$ cat config.mk
export PLATFORM = sky130hd
export DESIGN_NAME = phased_audio_tx
export DESIGN_NICKNAME = d
export VERILOG_FILES = /design/src/rtl/ptx_pkg.sv /design/src/rtl/ptx_edge_det.sv /design/src/rtl/ptx_frame_seq.sv /design/src/rtl/ptx_shifter.sv /design/src/rtl/phased_audio_tx.sv
export SDC_FILE = /design/constraint.sdc
export NUM_CORES = 1
export LEC_CHECK = 0
export CAP_MARGIN = 20
export CELL_PAD_IN_SITES_DETAIL_PLACEMENT = 1
export CELL_PAD_IN_SITES_GLOBAL_PLACEMENT = 2
export CORE_ASPECT_RATIO = 1.4
export CORE_MARGIN = 3
export CORE_UTILIZATION = 34
export DETAILED_ROUTE_END_ITERATION = 7
export GPL_TIMING_DRIVEN = 0
export MAX_ROUTING_LAYER = met4
export PLACE_DENSITY_LB_ADDON = 0.1
export SLEW_MARGIN = 20
export SYNTH_ARGS = -nofsm -noshare
export SYNTH_HDL_FRONTEND = slang
export SYNTH_SLANG_ARGS = --single-unit
$ cat constraint.sdc
create_clock -name clk -period 5.8 [get_ports clk]
set_input_delay 0.58 -clock clk [delete_from_list [all_inputs] [get_ports clk]]
set_output_delay 0.58 -clock clk [all_outputs]
set_load 0.02 [all_outputs]
$ cat src/rtl/ptx_pkg.sv
// Shared constants and helpers for the phased serial audio transmitter.
// Assumes the widest supported word is 32 bits.
package ptx_pkg;
    localparam int unsigned WORD_MAX = 32;
    localparam int unsigned LEN_W    = 6;

    typedef logic [LEN_W-1:0] len_t;

    // Translate a 3-bit word-length code into bits per word.
    function automatic len_t code_to_len(input logic [2:0] code);
        case (code)
            3'd0:    return len_t'(8);
            3'd1:    return len_t'(12);
            3'd2:    return len_t'(16);
            3'd3:    return len_t'(20);
            3'd4:    return len_t'(24);
            default: return len_t'(32);
        endcase
    endfunction
endpackage

$ cat src/rtl/ptx_edge_det.sv
// Bit-clock drive-edge and frame-sync activation detector.
// Assumes bclk_i and fsync_i are already synchronous to clk and that the
// bit clock holds each level for at least one clk cycle.
module ptx_edge_det (
    input  logic clk,
    input  logic rst_n,
    input  logic bclk_i,
    input  logic fsync_i,
    input  logic cfg_bclk_rise_i,
    input  logic cfg_fs_low_i,
    output logic drive_edge_o,
    output logic fs_start_o
);
    logic bclk_q;
    logic fs_prev_q;
    logic fs_act;

    // Frame sync normalised to active high.
    assign fs_act = fsync_i ^ cfg_fs_low_i;

    // A drive edge is a bit-clock transition towards the selected level.
    assign drive_edge_o = (bclk_i != bclk_q) && (bclk_i == cfg_bclk_rise_i);

    // Frame starts only on an inactive-to-active change seen at drive edges.
    assign fs_start_o = drive_edge_o && fs_act && !fs_prev_q;

    // Track previous bit-clock level and frame-sync level at drive edges.
    always_ff @(posedge clk) begin
        if (!rst_n) begin
            bclk_q    <= bclk_i;
            fs_prev_q <= 1'b0;
        end else begin
            bclk_q <= bclk_i;
            if (drive_edge_o) begin
                fs_prev_q <= fs_act;
            end
        end
    end
endmodule

$ cat src/rtl/ptx_frame_seq.sv
// Frame sequencer: counts bits, words and phases of one frame and decides
// when word slots start, when the shift register advances and when the
// line returns low. Assumes configuration is stable during a frame.
module ptx_frame_seq
    import ptx_pkg::*;
#(
    parameter int unsigned WCNT_W = 7
) (
    input  logic              clk,
    input  logic              rst_n,
    input  logic              drive_edge_i,
    input  logic              fs_start_i,
    input  logic [2:0]        cfg_wlen0_i,
    input  logic [2:0]        cfg_wlen1_i,
    input  logic [WCNT_W-1:0] cfg_wcnt0_i,
    input  logic [WCNT_W-1:0] cfg_wcnt1_i,
    input  logic              cfg_dual_i,
    input  logic              cfg_delay_i,
    output logic              slot_start_o,
    output len_t              slot_len_o,
    output logic              shift_o,
    output logic              clear_o,
    output logic              busy_o
);
    logic              busy_q;
    logic              pend_q;
    logic              phase_q;
    logic [WCNT_W-1:0] word_q;
    len_t              bit_q;

    len_t              len0;
    len_t              len1;
    len_t              cur_len;
    logic [WCNT_W-1:0] cur_cnt;
    logic              last_word;
    logic              at_last;
    logic              penult;
    logic              free;
    logic              start_first;
    logic              advance;
    logic              word_end;
    logic              next_word;
    logic              to_ph1;
    logic              frame_end;
    logic              arm;

    // Per-phase lengths and the settings of the phase in progress.
    always_comb begin
        len0    = code_to_len(cfg_wlen0_i);
        len1    = code_to_len(cfg_wlen1_i);
        cur_len = phase_q ? len1 : len0;
        cur_cnt = phase_q ? cfg_wcnt1_i : cfg_wcnt0_i;
    end

    // Position flags and the actions taken at this drive edge.
    always_comb begin
        last_word   = (word_q == cur_cnt) && (phase_q || !cfg_dual_i);
        at_last     = busy_q && last_word && (bit_q == '0);
        penult      = busy_q && last_word && (bit_q == len_t'(1));
        free        = !busy_q || at_last;
        start_first = drive_edge_i && free &&
                      (pend_q || (fs_start_i && !cfg_delay_i));
        advance     = drive_edge_i && busy_q && !start_first;
        word_end    = (bit_q == '0);
        next_word   = advance && word_end && !last_word;
        to_ph1      = (word_q == cur_cnt);
        frame_end   = advance && at_last;
        arm         = drive_edge_i && !start_first && !pend_q && fs_start_i &&
                      cfg_delay_i && (free || penult);
        slot_start_o = start_first || next_word;
        slot_len_o   = start_first ? len0 : (to_ph1 ? len1 : cur_len);
        shift_o      = advance && !word_end;
        clear_o      = frame_end;
        busy_o       = busy_q;
    end

    // Bit, word and phase counters plus the delayed-start flag.
    always_ff @(posedge clk) begin
        if (!rst_n) begin
            busy_q  <= 1'b0;
            pend_q  <= 1'b0;
            phase_q <= 1'b0;
            word_q  <= '0;
            bit_q   <= '0;
        end else if (start_first) begin
            busy_q  <= 1'b1;
            pend_q  <= 1'b0;
            phase_q <= 1'b0;
            word_q  <= '0;
            bit_q   <= len0 - len_t'(1);
        end else begin
            if (next_word) begin
                if (to_ph1) begin
                    phase_q <= 1'b1;
                    word_q  <= '0;
                end else begin
                    word_q <= word_q + WCNT_W'(1);
                end
                bit_q <= slot_len_o - len_t'(1);
            end else if (shift_o) begin
                bit_q <= bit_q - len_t'(1);
            end else if (frame_end) begin
                busy_q <= 1'b0;
            end
            if (arm) begin
                pend_q <= 1'b1;
            end
        end
    end

    AST_BIT_IN_RANGE: assert property (@(posedge clk) disable iff (!rst_n)
        busy_q |-> (bit_q < cur_len));

    AST_PEND_NEEDS_DELAY: assert property (@(posedge clk) disable iff (!rst_n)
        $rose(pend_q) |-> $past(cfg_delay_i));
endmodule

$ cat src/rtl/ptx_shifter.sv
// Output shift register: loads a word MSB-aligned at each slot start (or
// zeros when no word is valid), shifts left at each drive edge inside the
// word and clears at frame end. Also produces the underrun pulse.
module ptx_shifter
    import ptx_pkg::*;
(
    input  logic                clk,
    input  logic                rst_n,
    input  logic                slot_start_i,
    input  len_t                slot_len_i,
    input  logic                shift_i,
    input  logic                clear_i,
    input  logic                in_valid_i,
    input  logic [WORD_MAX-1:0] in_data_i,
    output logic                sd_o,
    output logic                underrun_o
);
    logic [WORD_MAX-1:0] shreg_q;
    len_t                shamt;

    // Left shift that drops bits above the word length and aligns the MSB.
    assign shamt = len_t'(WORD_MAX) - slot_len_i;
    assign sd_o  = shreg_q[WORD_MAX-1];

    // Load, shift or clear the outgoing word; flag a slot with no data.
    always_ff @(posedge clk) begin
        if (!rst_n) begin
            shreg_q    <= '0;
            underrun_o <= 1'b0;
        end else begin
            underrun_o <= slot_start_i && !in_valid_i;
            if (slot_start_i) begin
                shreg_q <= in_valid_i ? (in_data_i << shamt) : '0;
            end else if (shift_i) begin
                shreg_q <= shreg_q << 1;
            end else if (clear_i) begin
                shreg_q <= '0;
            end
        end
    end

    AST_UNDERRUN_ZERO_WORD: assert property (@(posedge clk) disable iff (!rst_n)
        underrun_o |-> (shreg_q == '0));

    AST_UNDERRUN_SINGLE: assert property (@(posedge clk) disable iff (!rst_n)
        underrun_o |=> !underrun_o);
endmodule

$ cat src/rtl/phased_audio_tx.sv
// Phased serial audio transmitter top. Detects bit-clock drive edges and
// frame-sync activations, sequences one- or two-phase frames and shifts
// words out MSB first. Assumes the bit clock runs below half the clk rate
// and configuration changes only between frames.
module phased_audio_tx
    import ptx_pkg::*;
#(
    parameter int unsigned WCNT_W = 7
) (
    input  logic              clk,
    input  logic              rst_n,
    input  logic              bclk_i,
    input  logic              fsync_i,
    input  logic [2:0]        cfg_wlen0_i,
    input  logic [2:0]        cfg_wlen1_i,
    input  logic [WCNT_W-1:0] cfg_wcnt0_i,
    input  logic [WCNT_W-1:0] cfg_wcnt1_i,
    input  logic              cfg_dual_i,
    input  logic              cfg_delay_i,
    input  logic              cfg_bclk_rise_i,
    input  logic              cfg_fs_low_i,
    input  logic              in_valid_i,
    input  logic [31:0]       in_data_i,
    output logic              in_ready_o,
    output logic              sd_o,
    output logic              underrun_o
);
    logic drive_edge;
    logic fs_start;
    logic slot_start;
    len_t slot_len;
    logic shift_en;
    logic clear_en;
    logic frame_busy;

    ptx_edge_det u_edge (
        .clk             (clk),
        .rst_n           (rst_n),
        .bclk_i          (bclk_i),
        .fsync_i         (fsync_i),
        .cfg_bclk_rise_i (cfg_bclk_rise_i),
        .cfg_fs_low_i    (cfg_fs_low_i),
        .drive_edge_o    (drive_edge),
        .fs_start_o      (fs_start)
    );

    ptx_frame_seq #(.WCNT_W(WCNT_W)) u_seq (
        .clk          (clk),
        .rst_n        (rst_n),
        .drive_edge_i (drive_edge),
        .fs_start_i   (fs_start),
        .cfg_wlen0_i  (cfg_wlen0_i),
        .cfg_wlen1_i  (cfg_wlen1_i),
        .cfg_wcnt0_i  (cfg_wcnt0_i),
        .cfg_wcnt1_i  (cfg_wcnt1_i),
        .cfg_dual_i   (cfg_dual_i),
        .cfg_delay_i  (cfg_delay_i),
        .slot_start_o (slot_start),
        .slot_len_o   (slot_len),
        .shift_o      (shift_en),
        .clear_o      (clear_en),
        .busy_o       (frame_busy)
    );

    ptx_shifter u_shift (
        .clk          (clk),
        .rst_n        (rst_n),
        .slot_start_i (slot_start),
        .slot_len_i   (slot_len),
        .shift_i      (shift_en),
        .clear_i      (clear_en),
        .in_valid_i   (in_valid_i),
        .in_data_i    (in_data_i),
        .sd_o         (sd_o),
        .underrun_o   (underrun_o)
    );

    // Ready is offered exactly when a word slot begins.
    assign in_ready_o = slot_start;

    AST_SD_QUIET_OFF_EDGE: assert property (@(posedge clk) disable iff (!rst_n)
        !$past(drive_edge) |-> $stable(sd_o));

    AST_IDLE_LINE_LOW: assert property (@(posedge clk) disable iff (!rst_n)
        !frame_busy |-> !sd_o);

    AST_READY_ON_DRIVE_EDGE: assert property (@(posedge clk) disable iff (!rst_n)
        in_ready_o |-> drive_edge);
endmodule

# Word-level counts from Yosys, hierarchy flattened
# Index checks and enable logic that the tools add are counted.
# word_totals
ff_bits	51
in_bits	61
output_inout_bits	3
wordCells	94
# classes
n_addsub	5
n_eq_ne	14
n_shift	1
muxes	18
bitwise	2
reduce_logical	45
# op_table
operator	count
two-way mux 32 bit	4
case mux 6 bit (5 select lines)	2
two-way mux 6 bit	6
left shift 32 x 6 -> 32 bit	1
logical AND 1 bit	22
subtractor 6 x 1 -> 6 bit (second input constant)	3
two-way mux 7 bit	2
== test 3 x 2 -> 1 bit (second input constant)	4
zero test 1 bit	9
adder 7 x 1 -> 7 bit (second input constant)	1
== test 7 bit	1
== test 3 x 1 -> 1 bit (second input constant)	2
== test 3 bit (second input constant)	2
== test 6 x 1 -> 1 bit (second input constant)	1
zero test 3 bit	2
zero test 6 bit	1
nonzero test 3 bit	2
subtractor 6 bit (first input constant)	1
logical OR 1 bit	5
two-way mux 1 bit	4
!= test 2 x 1 -> 1 bit (second input constant)	2
AND reduction 3 bit	1
AND reduction 2 bit	1
nonzero test 2 bit	1
5 further kinds	5

# Depth between registers and ports, before layout
# depth
depth_word	15
ltp_mapped	14
mapped_depth_nobuf	10

# Hierarchy
# From an unflattened synthesis, not the netlist that was laid out.
# unflattened
hier_cells	498
hier_area_um2	4469.3
# modules_own_cells
module	n_inst	cells_each	area_per_inst_um2
ptx_shifter	1	331	3113.0
ptx_frame_seq	1	157	1252.5
ptx_edge_det	1	10	103.8

# Least setup slack after synthesis
# Ideal clock, no wire load.
# synth_path
path_type	input-to-reg
from	in cfg_wcnt1_i[3]
to	reg u_shift.shreg_q[30]
t_arrival_ps	2950
required_time_ps	5683
setup_slack_ps	2733
path_stages	10
path_buffers	1
cell_sequence	mux2i_1 > xnor2_1 > or3_1 > buf_2 > or3_4 > a221oi_4 > nor2_2 > mux2_4 > o311a_1 > a22o_1
# synth_via
elab_chain_cells	14
# synth_lines
element	line	text
from (decl)	phased_audio_tx.sv:17	input logic [WCNT_W-1:0] cfg_wcnt1_i,
two-way mux 7 bit (*)	ptx_frame_seq.sv:52	cur_cnt = phase_q ? cfg_wcnt1_i : cfg_wcnt0_i;
== test 7 bit (*)	ptx_frame_seq.sv:57, ptx_frame_seq.sv:66	
branches (longest 12 deep; another with subtractor 6 bit)	-	
to (signal assigned)	ptx_shifter.sv:33	shreg_q <= in_valid_i ? (in_data_i << shamt) : '0;
to (signal assigned)	ptx_shifter.sv:35	shreg_q <= shreg_q << 1;
to (decl)	ptx_shifter.sv:18	logic [WORD_MAX-1:0] shreg_q;
# Every way passes the cells marked *.
# A chain may end at the register's enable or synchronous reset.

# Worst setup path in the final report
# layout_path
from	in fsync_i
to	reg u_shift.shreg_q[8]
# layout_via
elab_chain_cells	12
# layout_lines
element	line	text
from (decl)	phased_audio_tx.sv:13	input logic fsync_i,
XOR 1 bit (*)	ptx_edge_det.sv:19	assign fs_act = fsync_i ^ cfg_fs_low_i;
logical AND 1 bit (*) (2 in a row)	ptx_edge_det.sv:25	assign fs_start_o = drive_edge_o && fs_act && !fs_prev_q;
logical AND 1 bit (*)	ptx_frame_seq.sv:62	(pend_q || (fs_start_i && !cfg_delay_i));
logical OR 1 bit (*)	ptx_frame_seq.sv:62	
logical AND 1 bit (*)	ptx_frame_seq.sv:61	start_first = drive_edge_i && free &&
branches (longest 6 deep; another with subtractor 6 bit)	-	
# Marked as above.

==> results.toml <==
[run_status]
status = "finished clean"

[power_and_ir_drop]
clkPwrFrac_pct = 34.5
power.leakage_nw = 1.71
ir_drop_v = 0.000114
p_sw_share_pct = 29.4
power.internal_uw = 628
p_seq_share_pct = 41.3
p_per_area_nw_per_um2 = 189
pwr-share-comb_pct = 24.2
p_switching_uw = 262

[global_route]
grt_pass1_vias = 4123
grt_antenna_before_repair = 0
overflow = 0
grt_use_total_pct = 23.9
grt_pass1_wl_um = 22300
grt_max_degree = 16

[clock_tree]
ctsHoldBuffers = 0
root_buffer = "clkbuf_16"
cts_resized = 0
numCtsBuffers = 5
cts_tree = "built"
cts_htree_levels = 2
cts.reportedPaths.clkPinSlew_ps = 70
post_cts_buffers = 0
cts_max_path_buffers = 2
cts.sinks = 51
clock_latency_ps = 290

[timing]
final_hold_viol_count = 0
final.setup.worst_slack_ps = 1880
post-route-period-util_pct = 67.5
setup_violations = 0
slew_viol_final = 0
fmax_ghz = 0.255
period_minus_slack_ps = 3920
tightest_slew_ps = 989
fin_skew_ps = 10.4
rsz0062_at_grt = "false"
fin_setup_tns_ps = 0
relSlewSlack_pct = 33.4

[placement]
dpl_worst_slack_ps = 1690
io_buffers = 61
dp.cells = 673
dp_hpwl_um = 11200
routabilityCongestion = 0.883

[synth]
syn_nets = 539
synth-edff-count = 0
synth-main-ff-cell = "dfxtp_1"
async_flop_share_pct = 0
ys_ff_latch = 51
yosysUniqueCellTypes = 67
seq_area_frac_synth_pct = 27.1
synthCells = 474
syn_area_um2 = 3770
ys.warnings.count = 0
syn_avg_cell_area_um2 = 7.95

[final_layout]
antennaDiodeCount = 0
final_common_cell = "clkdlybuf4s50_1"
area.growth.synth_to_final_pct = 24.8
layout.cells.non_filler = 681
drive_above_1_share_pct = 8.84
nets = 607
mostFrequentLayoutCells = "61 x clkdlybuf4s50_1, 54 x nand2_1, 51 x dfxtp_1"
nFillCells = 1304

[worst_hold_path]
hp-class = "reg -> reg"

[routing]
totalWireLength_um = 14000
detail_route.vias_per_cell = 5.98
drt-initial-drc-count = 233
wl_per_cell_um = 20.5
dr.pass1.iters = 5
vias = 4070
drtAntennaViolNets = 0
drc = 0

[critical_path]
rr_worst_depth = 11
reg2reg_setup_slack_ps = 1970
path_max_fanout = 10
worstSetupEndpointType = "register"
timing.rr.end = "u_shift.shreg_q[8]"
r2r_start = "u_seq.bit_q[3]"
crit_path_end = "u_shift.shreg_q[8]"
crit_start = "fsync_i"
critPathArrivalTime_ps = 4140
criticalPathCategory = "in -> reg"
cp-start-kind = "input pin"
critPathRequiredTime_ps = 6020

[floorplan]
initial_core_util_pct = 35.6
core_um2 = 10600
io_pins = 64
fp.dieH_um = 131
die-area_um2 = 12400
die_width_um = 95.0
fp-row-count = 44

[run]
drv_cap = 0
==> Yosys cell counts, types with 3 or more instances <==
master,number,area (µm²)
a211o_1,3,26.3
a211oi_1,9,67.6
a21boi_1,5,37.5
a21o_1,6,45.0
a21oi_1,33,165
a221oi_1,4,35.0
a222oi_1,7,70.1
a22o_1,11,96.3
a22oi_1,16,120
a311oi_1,3,26.3
a31oi_1,6,37.5
and2_1,3,18.8
and3_1,6,37.5
and4_1,3,26.3
buf_2,12,60.1
clkbuf_1,16,60.1
dfxtp_1,51,1020
ha_1,4,50.1
inv_1,8,30.0
mux2_2,4,45.0
mux2i_1,13,130
mux4_2,5,113
nand2_1,54,203
nand2b_1,6,37.5
nand3_1,18,90.1
nand4_1,4,25.0
nor2_1,27,101
nor2_2,3,18.8
nor2b_1,11,68.8
nor3_1,11,55.1
nor3_2,3,30.0
nor3b_1,4,30.0
o211ai_1,9,67.6
o21ai_0,31,155
o21ai_1,5,25.0
o22ai_1,3,18.8
o31ai_1,5,37.5
xnor2_1,6,52.6
xor2_1,9,78.8
==> per-stage QoR <==
stage                     total power [mW]  hold slack, ps  utilization [%]  instance area (µm²)
after floorplan                      0.491             438                -                 3770
after global placement               0.585             447             43.0                 4550
after detailed placement             0.588             460             43.0                 4550
after CTS                            0.892             477             44.5                 4700
after global routing                 0.929             528             44.5                 4700
final                                0.890             476             44.5                 4700
==> state kept, by name, indices dropped and copies added, names as in the netlist <==
signal	cells
u_seq.busy_o	1
u_seq.bit_q	6
u_seq.pend_q	1
u_edge.fs_prev_q	1
u_seq.phase_q	1
u_shift.underrun_o	1
u_edge.bclk_q	1
u_seq.word_q	7
u_shift.shreg_q	32
==> worst min-delay path by stage <==
stage                     cells after the start    startpoint  slack (ps)            to
after floorplan                               2  u_seq.pend_q         440  u_seq.pend_q
after global placement                        2  u_seq.pend_q         450  u_seq.pend_q
after detailed placement                      2  u_seq.pend_q         460  u_seq.pend_q
after CTS                                     2  u_seq.pend_q         480  u_seq.pend_q
after global routing                          2  u_seq.pend_q         530  u_seq.pend_q
final                                         2  u_seq.pend_q         480  u_seq.pend_q
==> critical path, cell delays in order <==
cell and delay [ps]:
clkdlybuf4s50_1 480, xor2_1 220, a21oi_1 160, or2_2 350, o221a_2 310, buf_2 200, o21ai_1 270, nand2_1 160
buf_2 240, o41ai_1 800, a222oi_1 200, nor2b_1 150
==> per-layer routing <==
| layer | up-vias | part of all wire, % | GRT usage, % |
|---|---|---|---|
| met5 | - | 0 | - |
| met3 | 21 | 3.8 | 2.23 |
| met4 | 0 | 2.6 | 7.56 |
| li1 | 1928 | - | - |
| met2 | 113 | 50 | 41.1 |
| met1 | 2008 | 44 | 29.4 |
==> area by class of cell <==
cell class / count / area [µm²] / share of cell area (%)
plain buffers: 32 / 146 / 3.11
clock buffers: 7 / 143 / 3.03
clock inverters: 1 / 8.76 / 0.186
inverters: 9 / 33.8 / 0.719
multi-input cells: 382 / 2560 / 54.6
flip-flops and latches: 51 / 1020 / 21.7
well taps: 138 / 173 / 3.67
repair buffers: 61 / 611 / 13.0
==> logic make-up (layout without fill, tap and decap cells) <==
kind of cell	Yosys count	count (layout)	share of synthesized area, %
DFF	51	51	27.1
AOI/OAI and AO/OA	175	175	32.9
muxes	24	24	8.44
buffers and inverters	41	110	4.78
xor gates and xnor gates	15	15	3.49
and+or+nand+nor	164	164	22.0
adders and majority gates	4	4	1.33
==> power groups by stage <==
| stage | Sequential [mW] | Clock (mW) | Combinational, mW |
|---|---|---|---|
| floorplan | 0.373 | 0 | 0.118 |
| global placement | 0.375 | 0 | 0.210 |
| detailed placement | 0.375 | 0 | 0.213 |
| CTS | 0.367 | 0.311 | 0.214 |
| global route | 0.368 | 0.326 | 0.235 |
| finish | 0.367 | 0.307 | 0.215 |
Power figures use the tool's default switching activity.
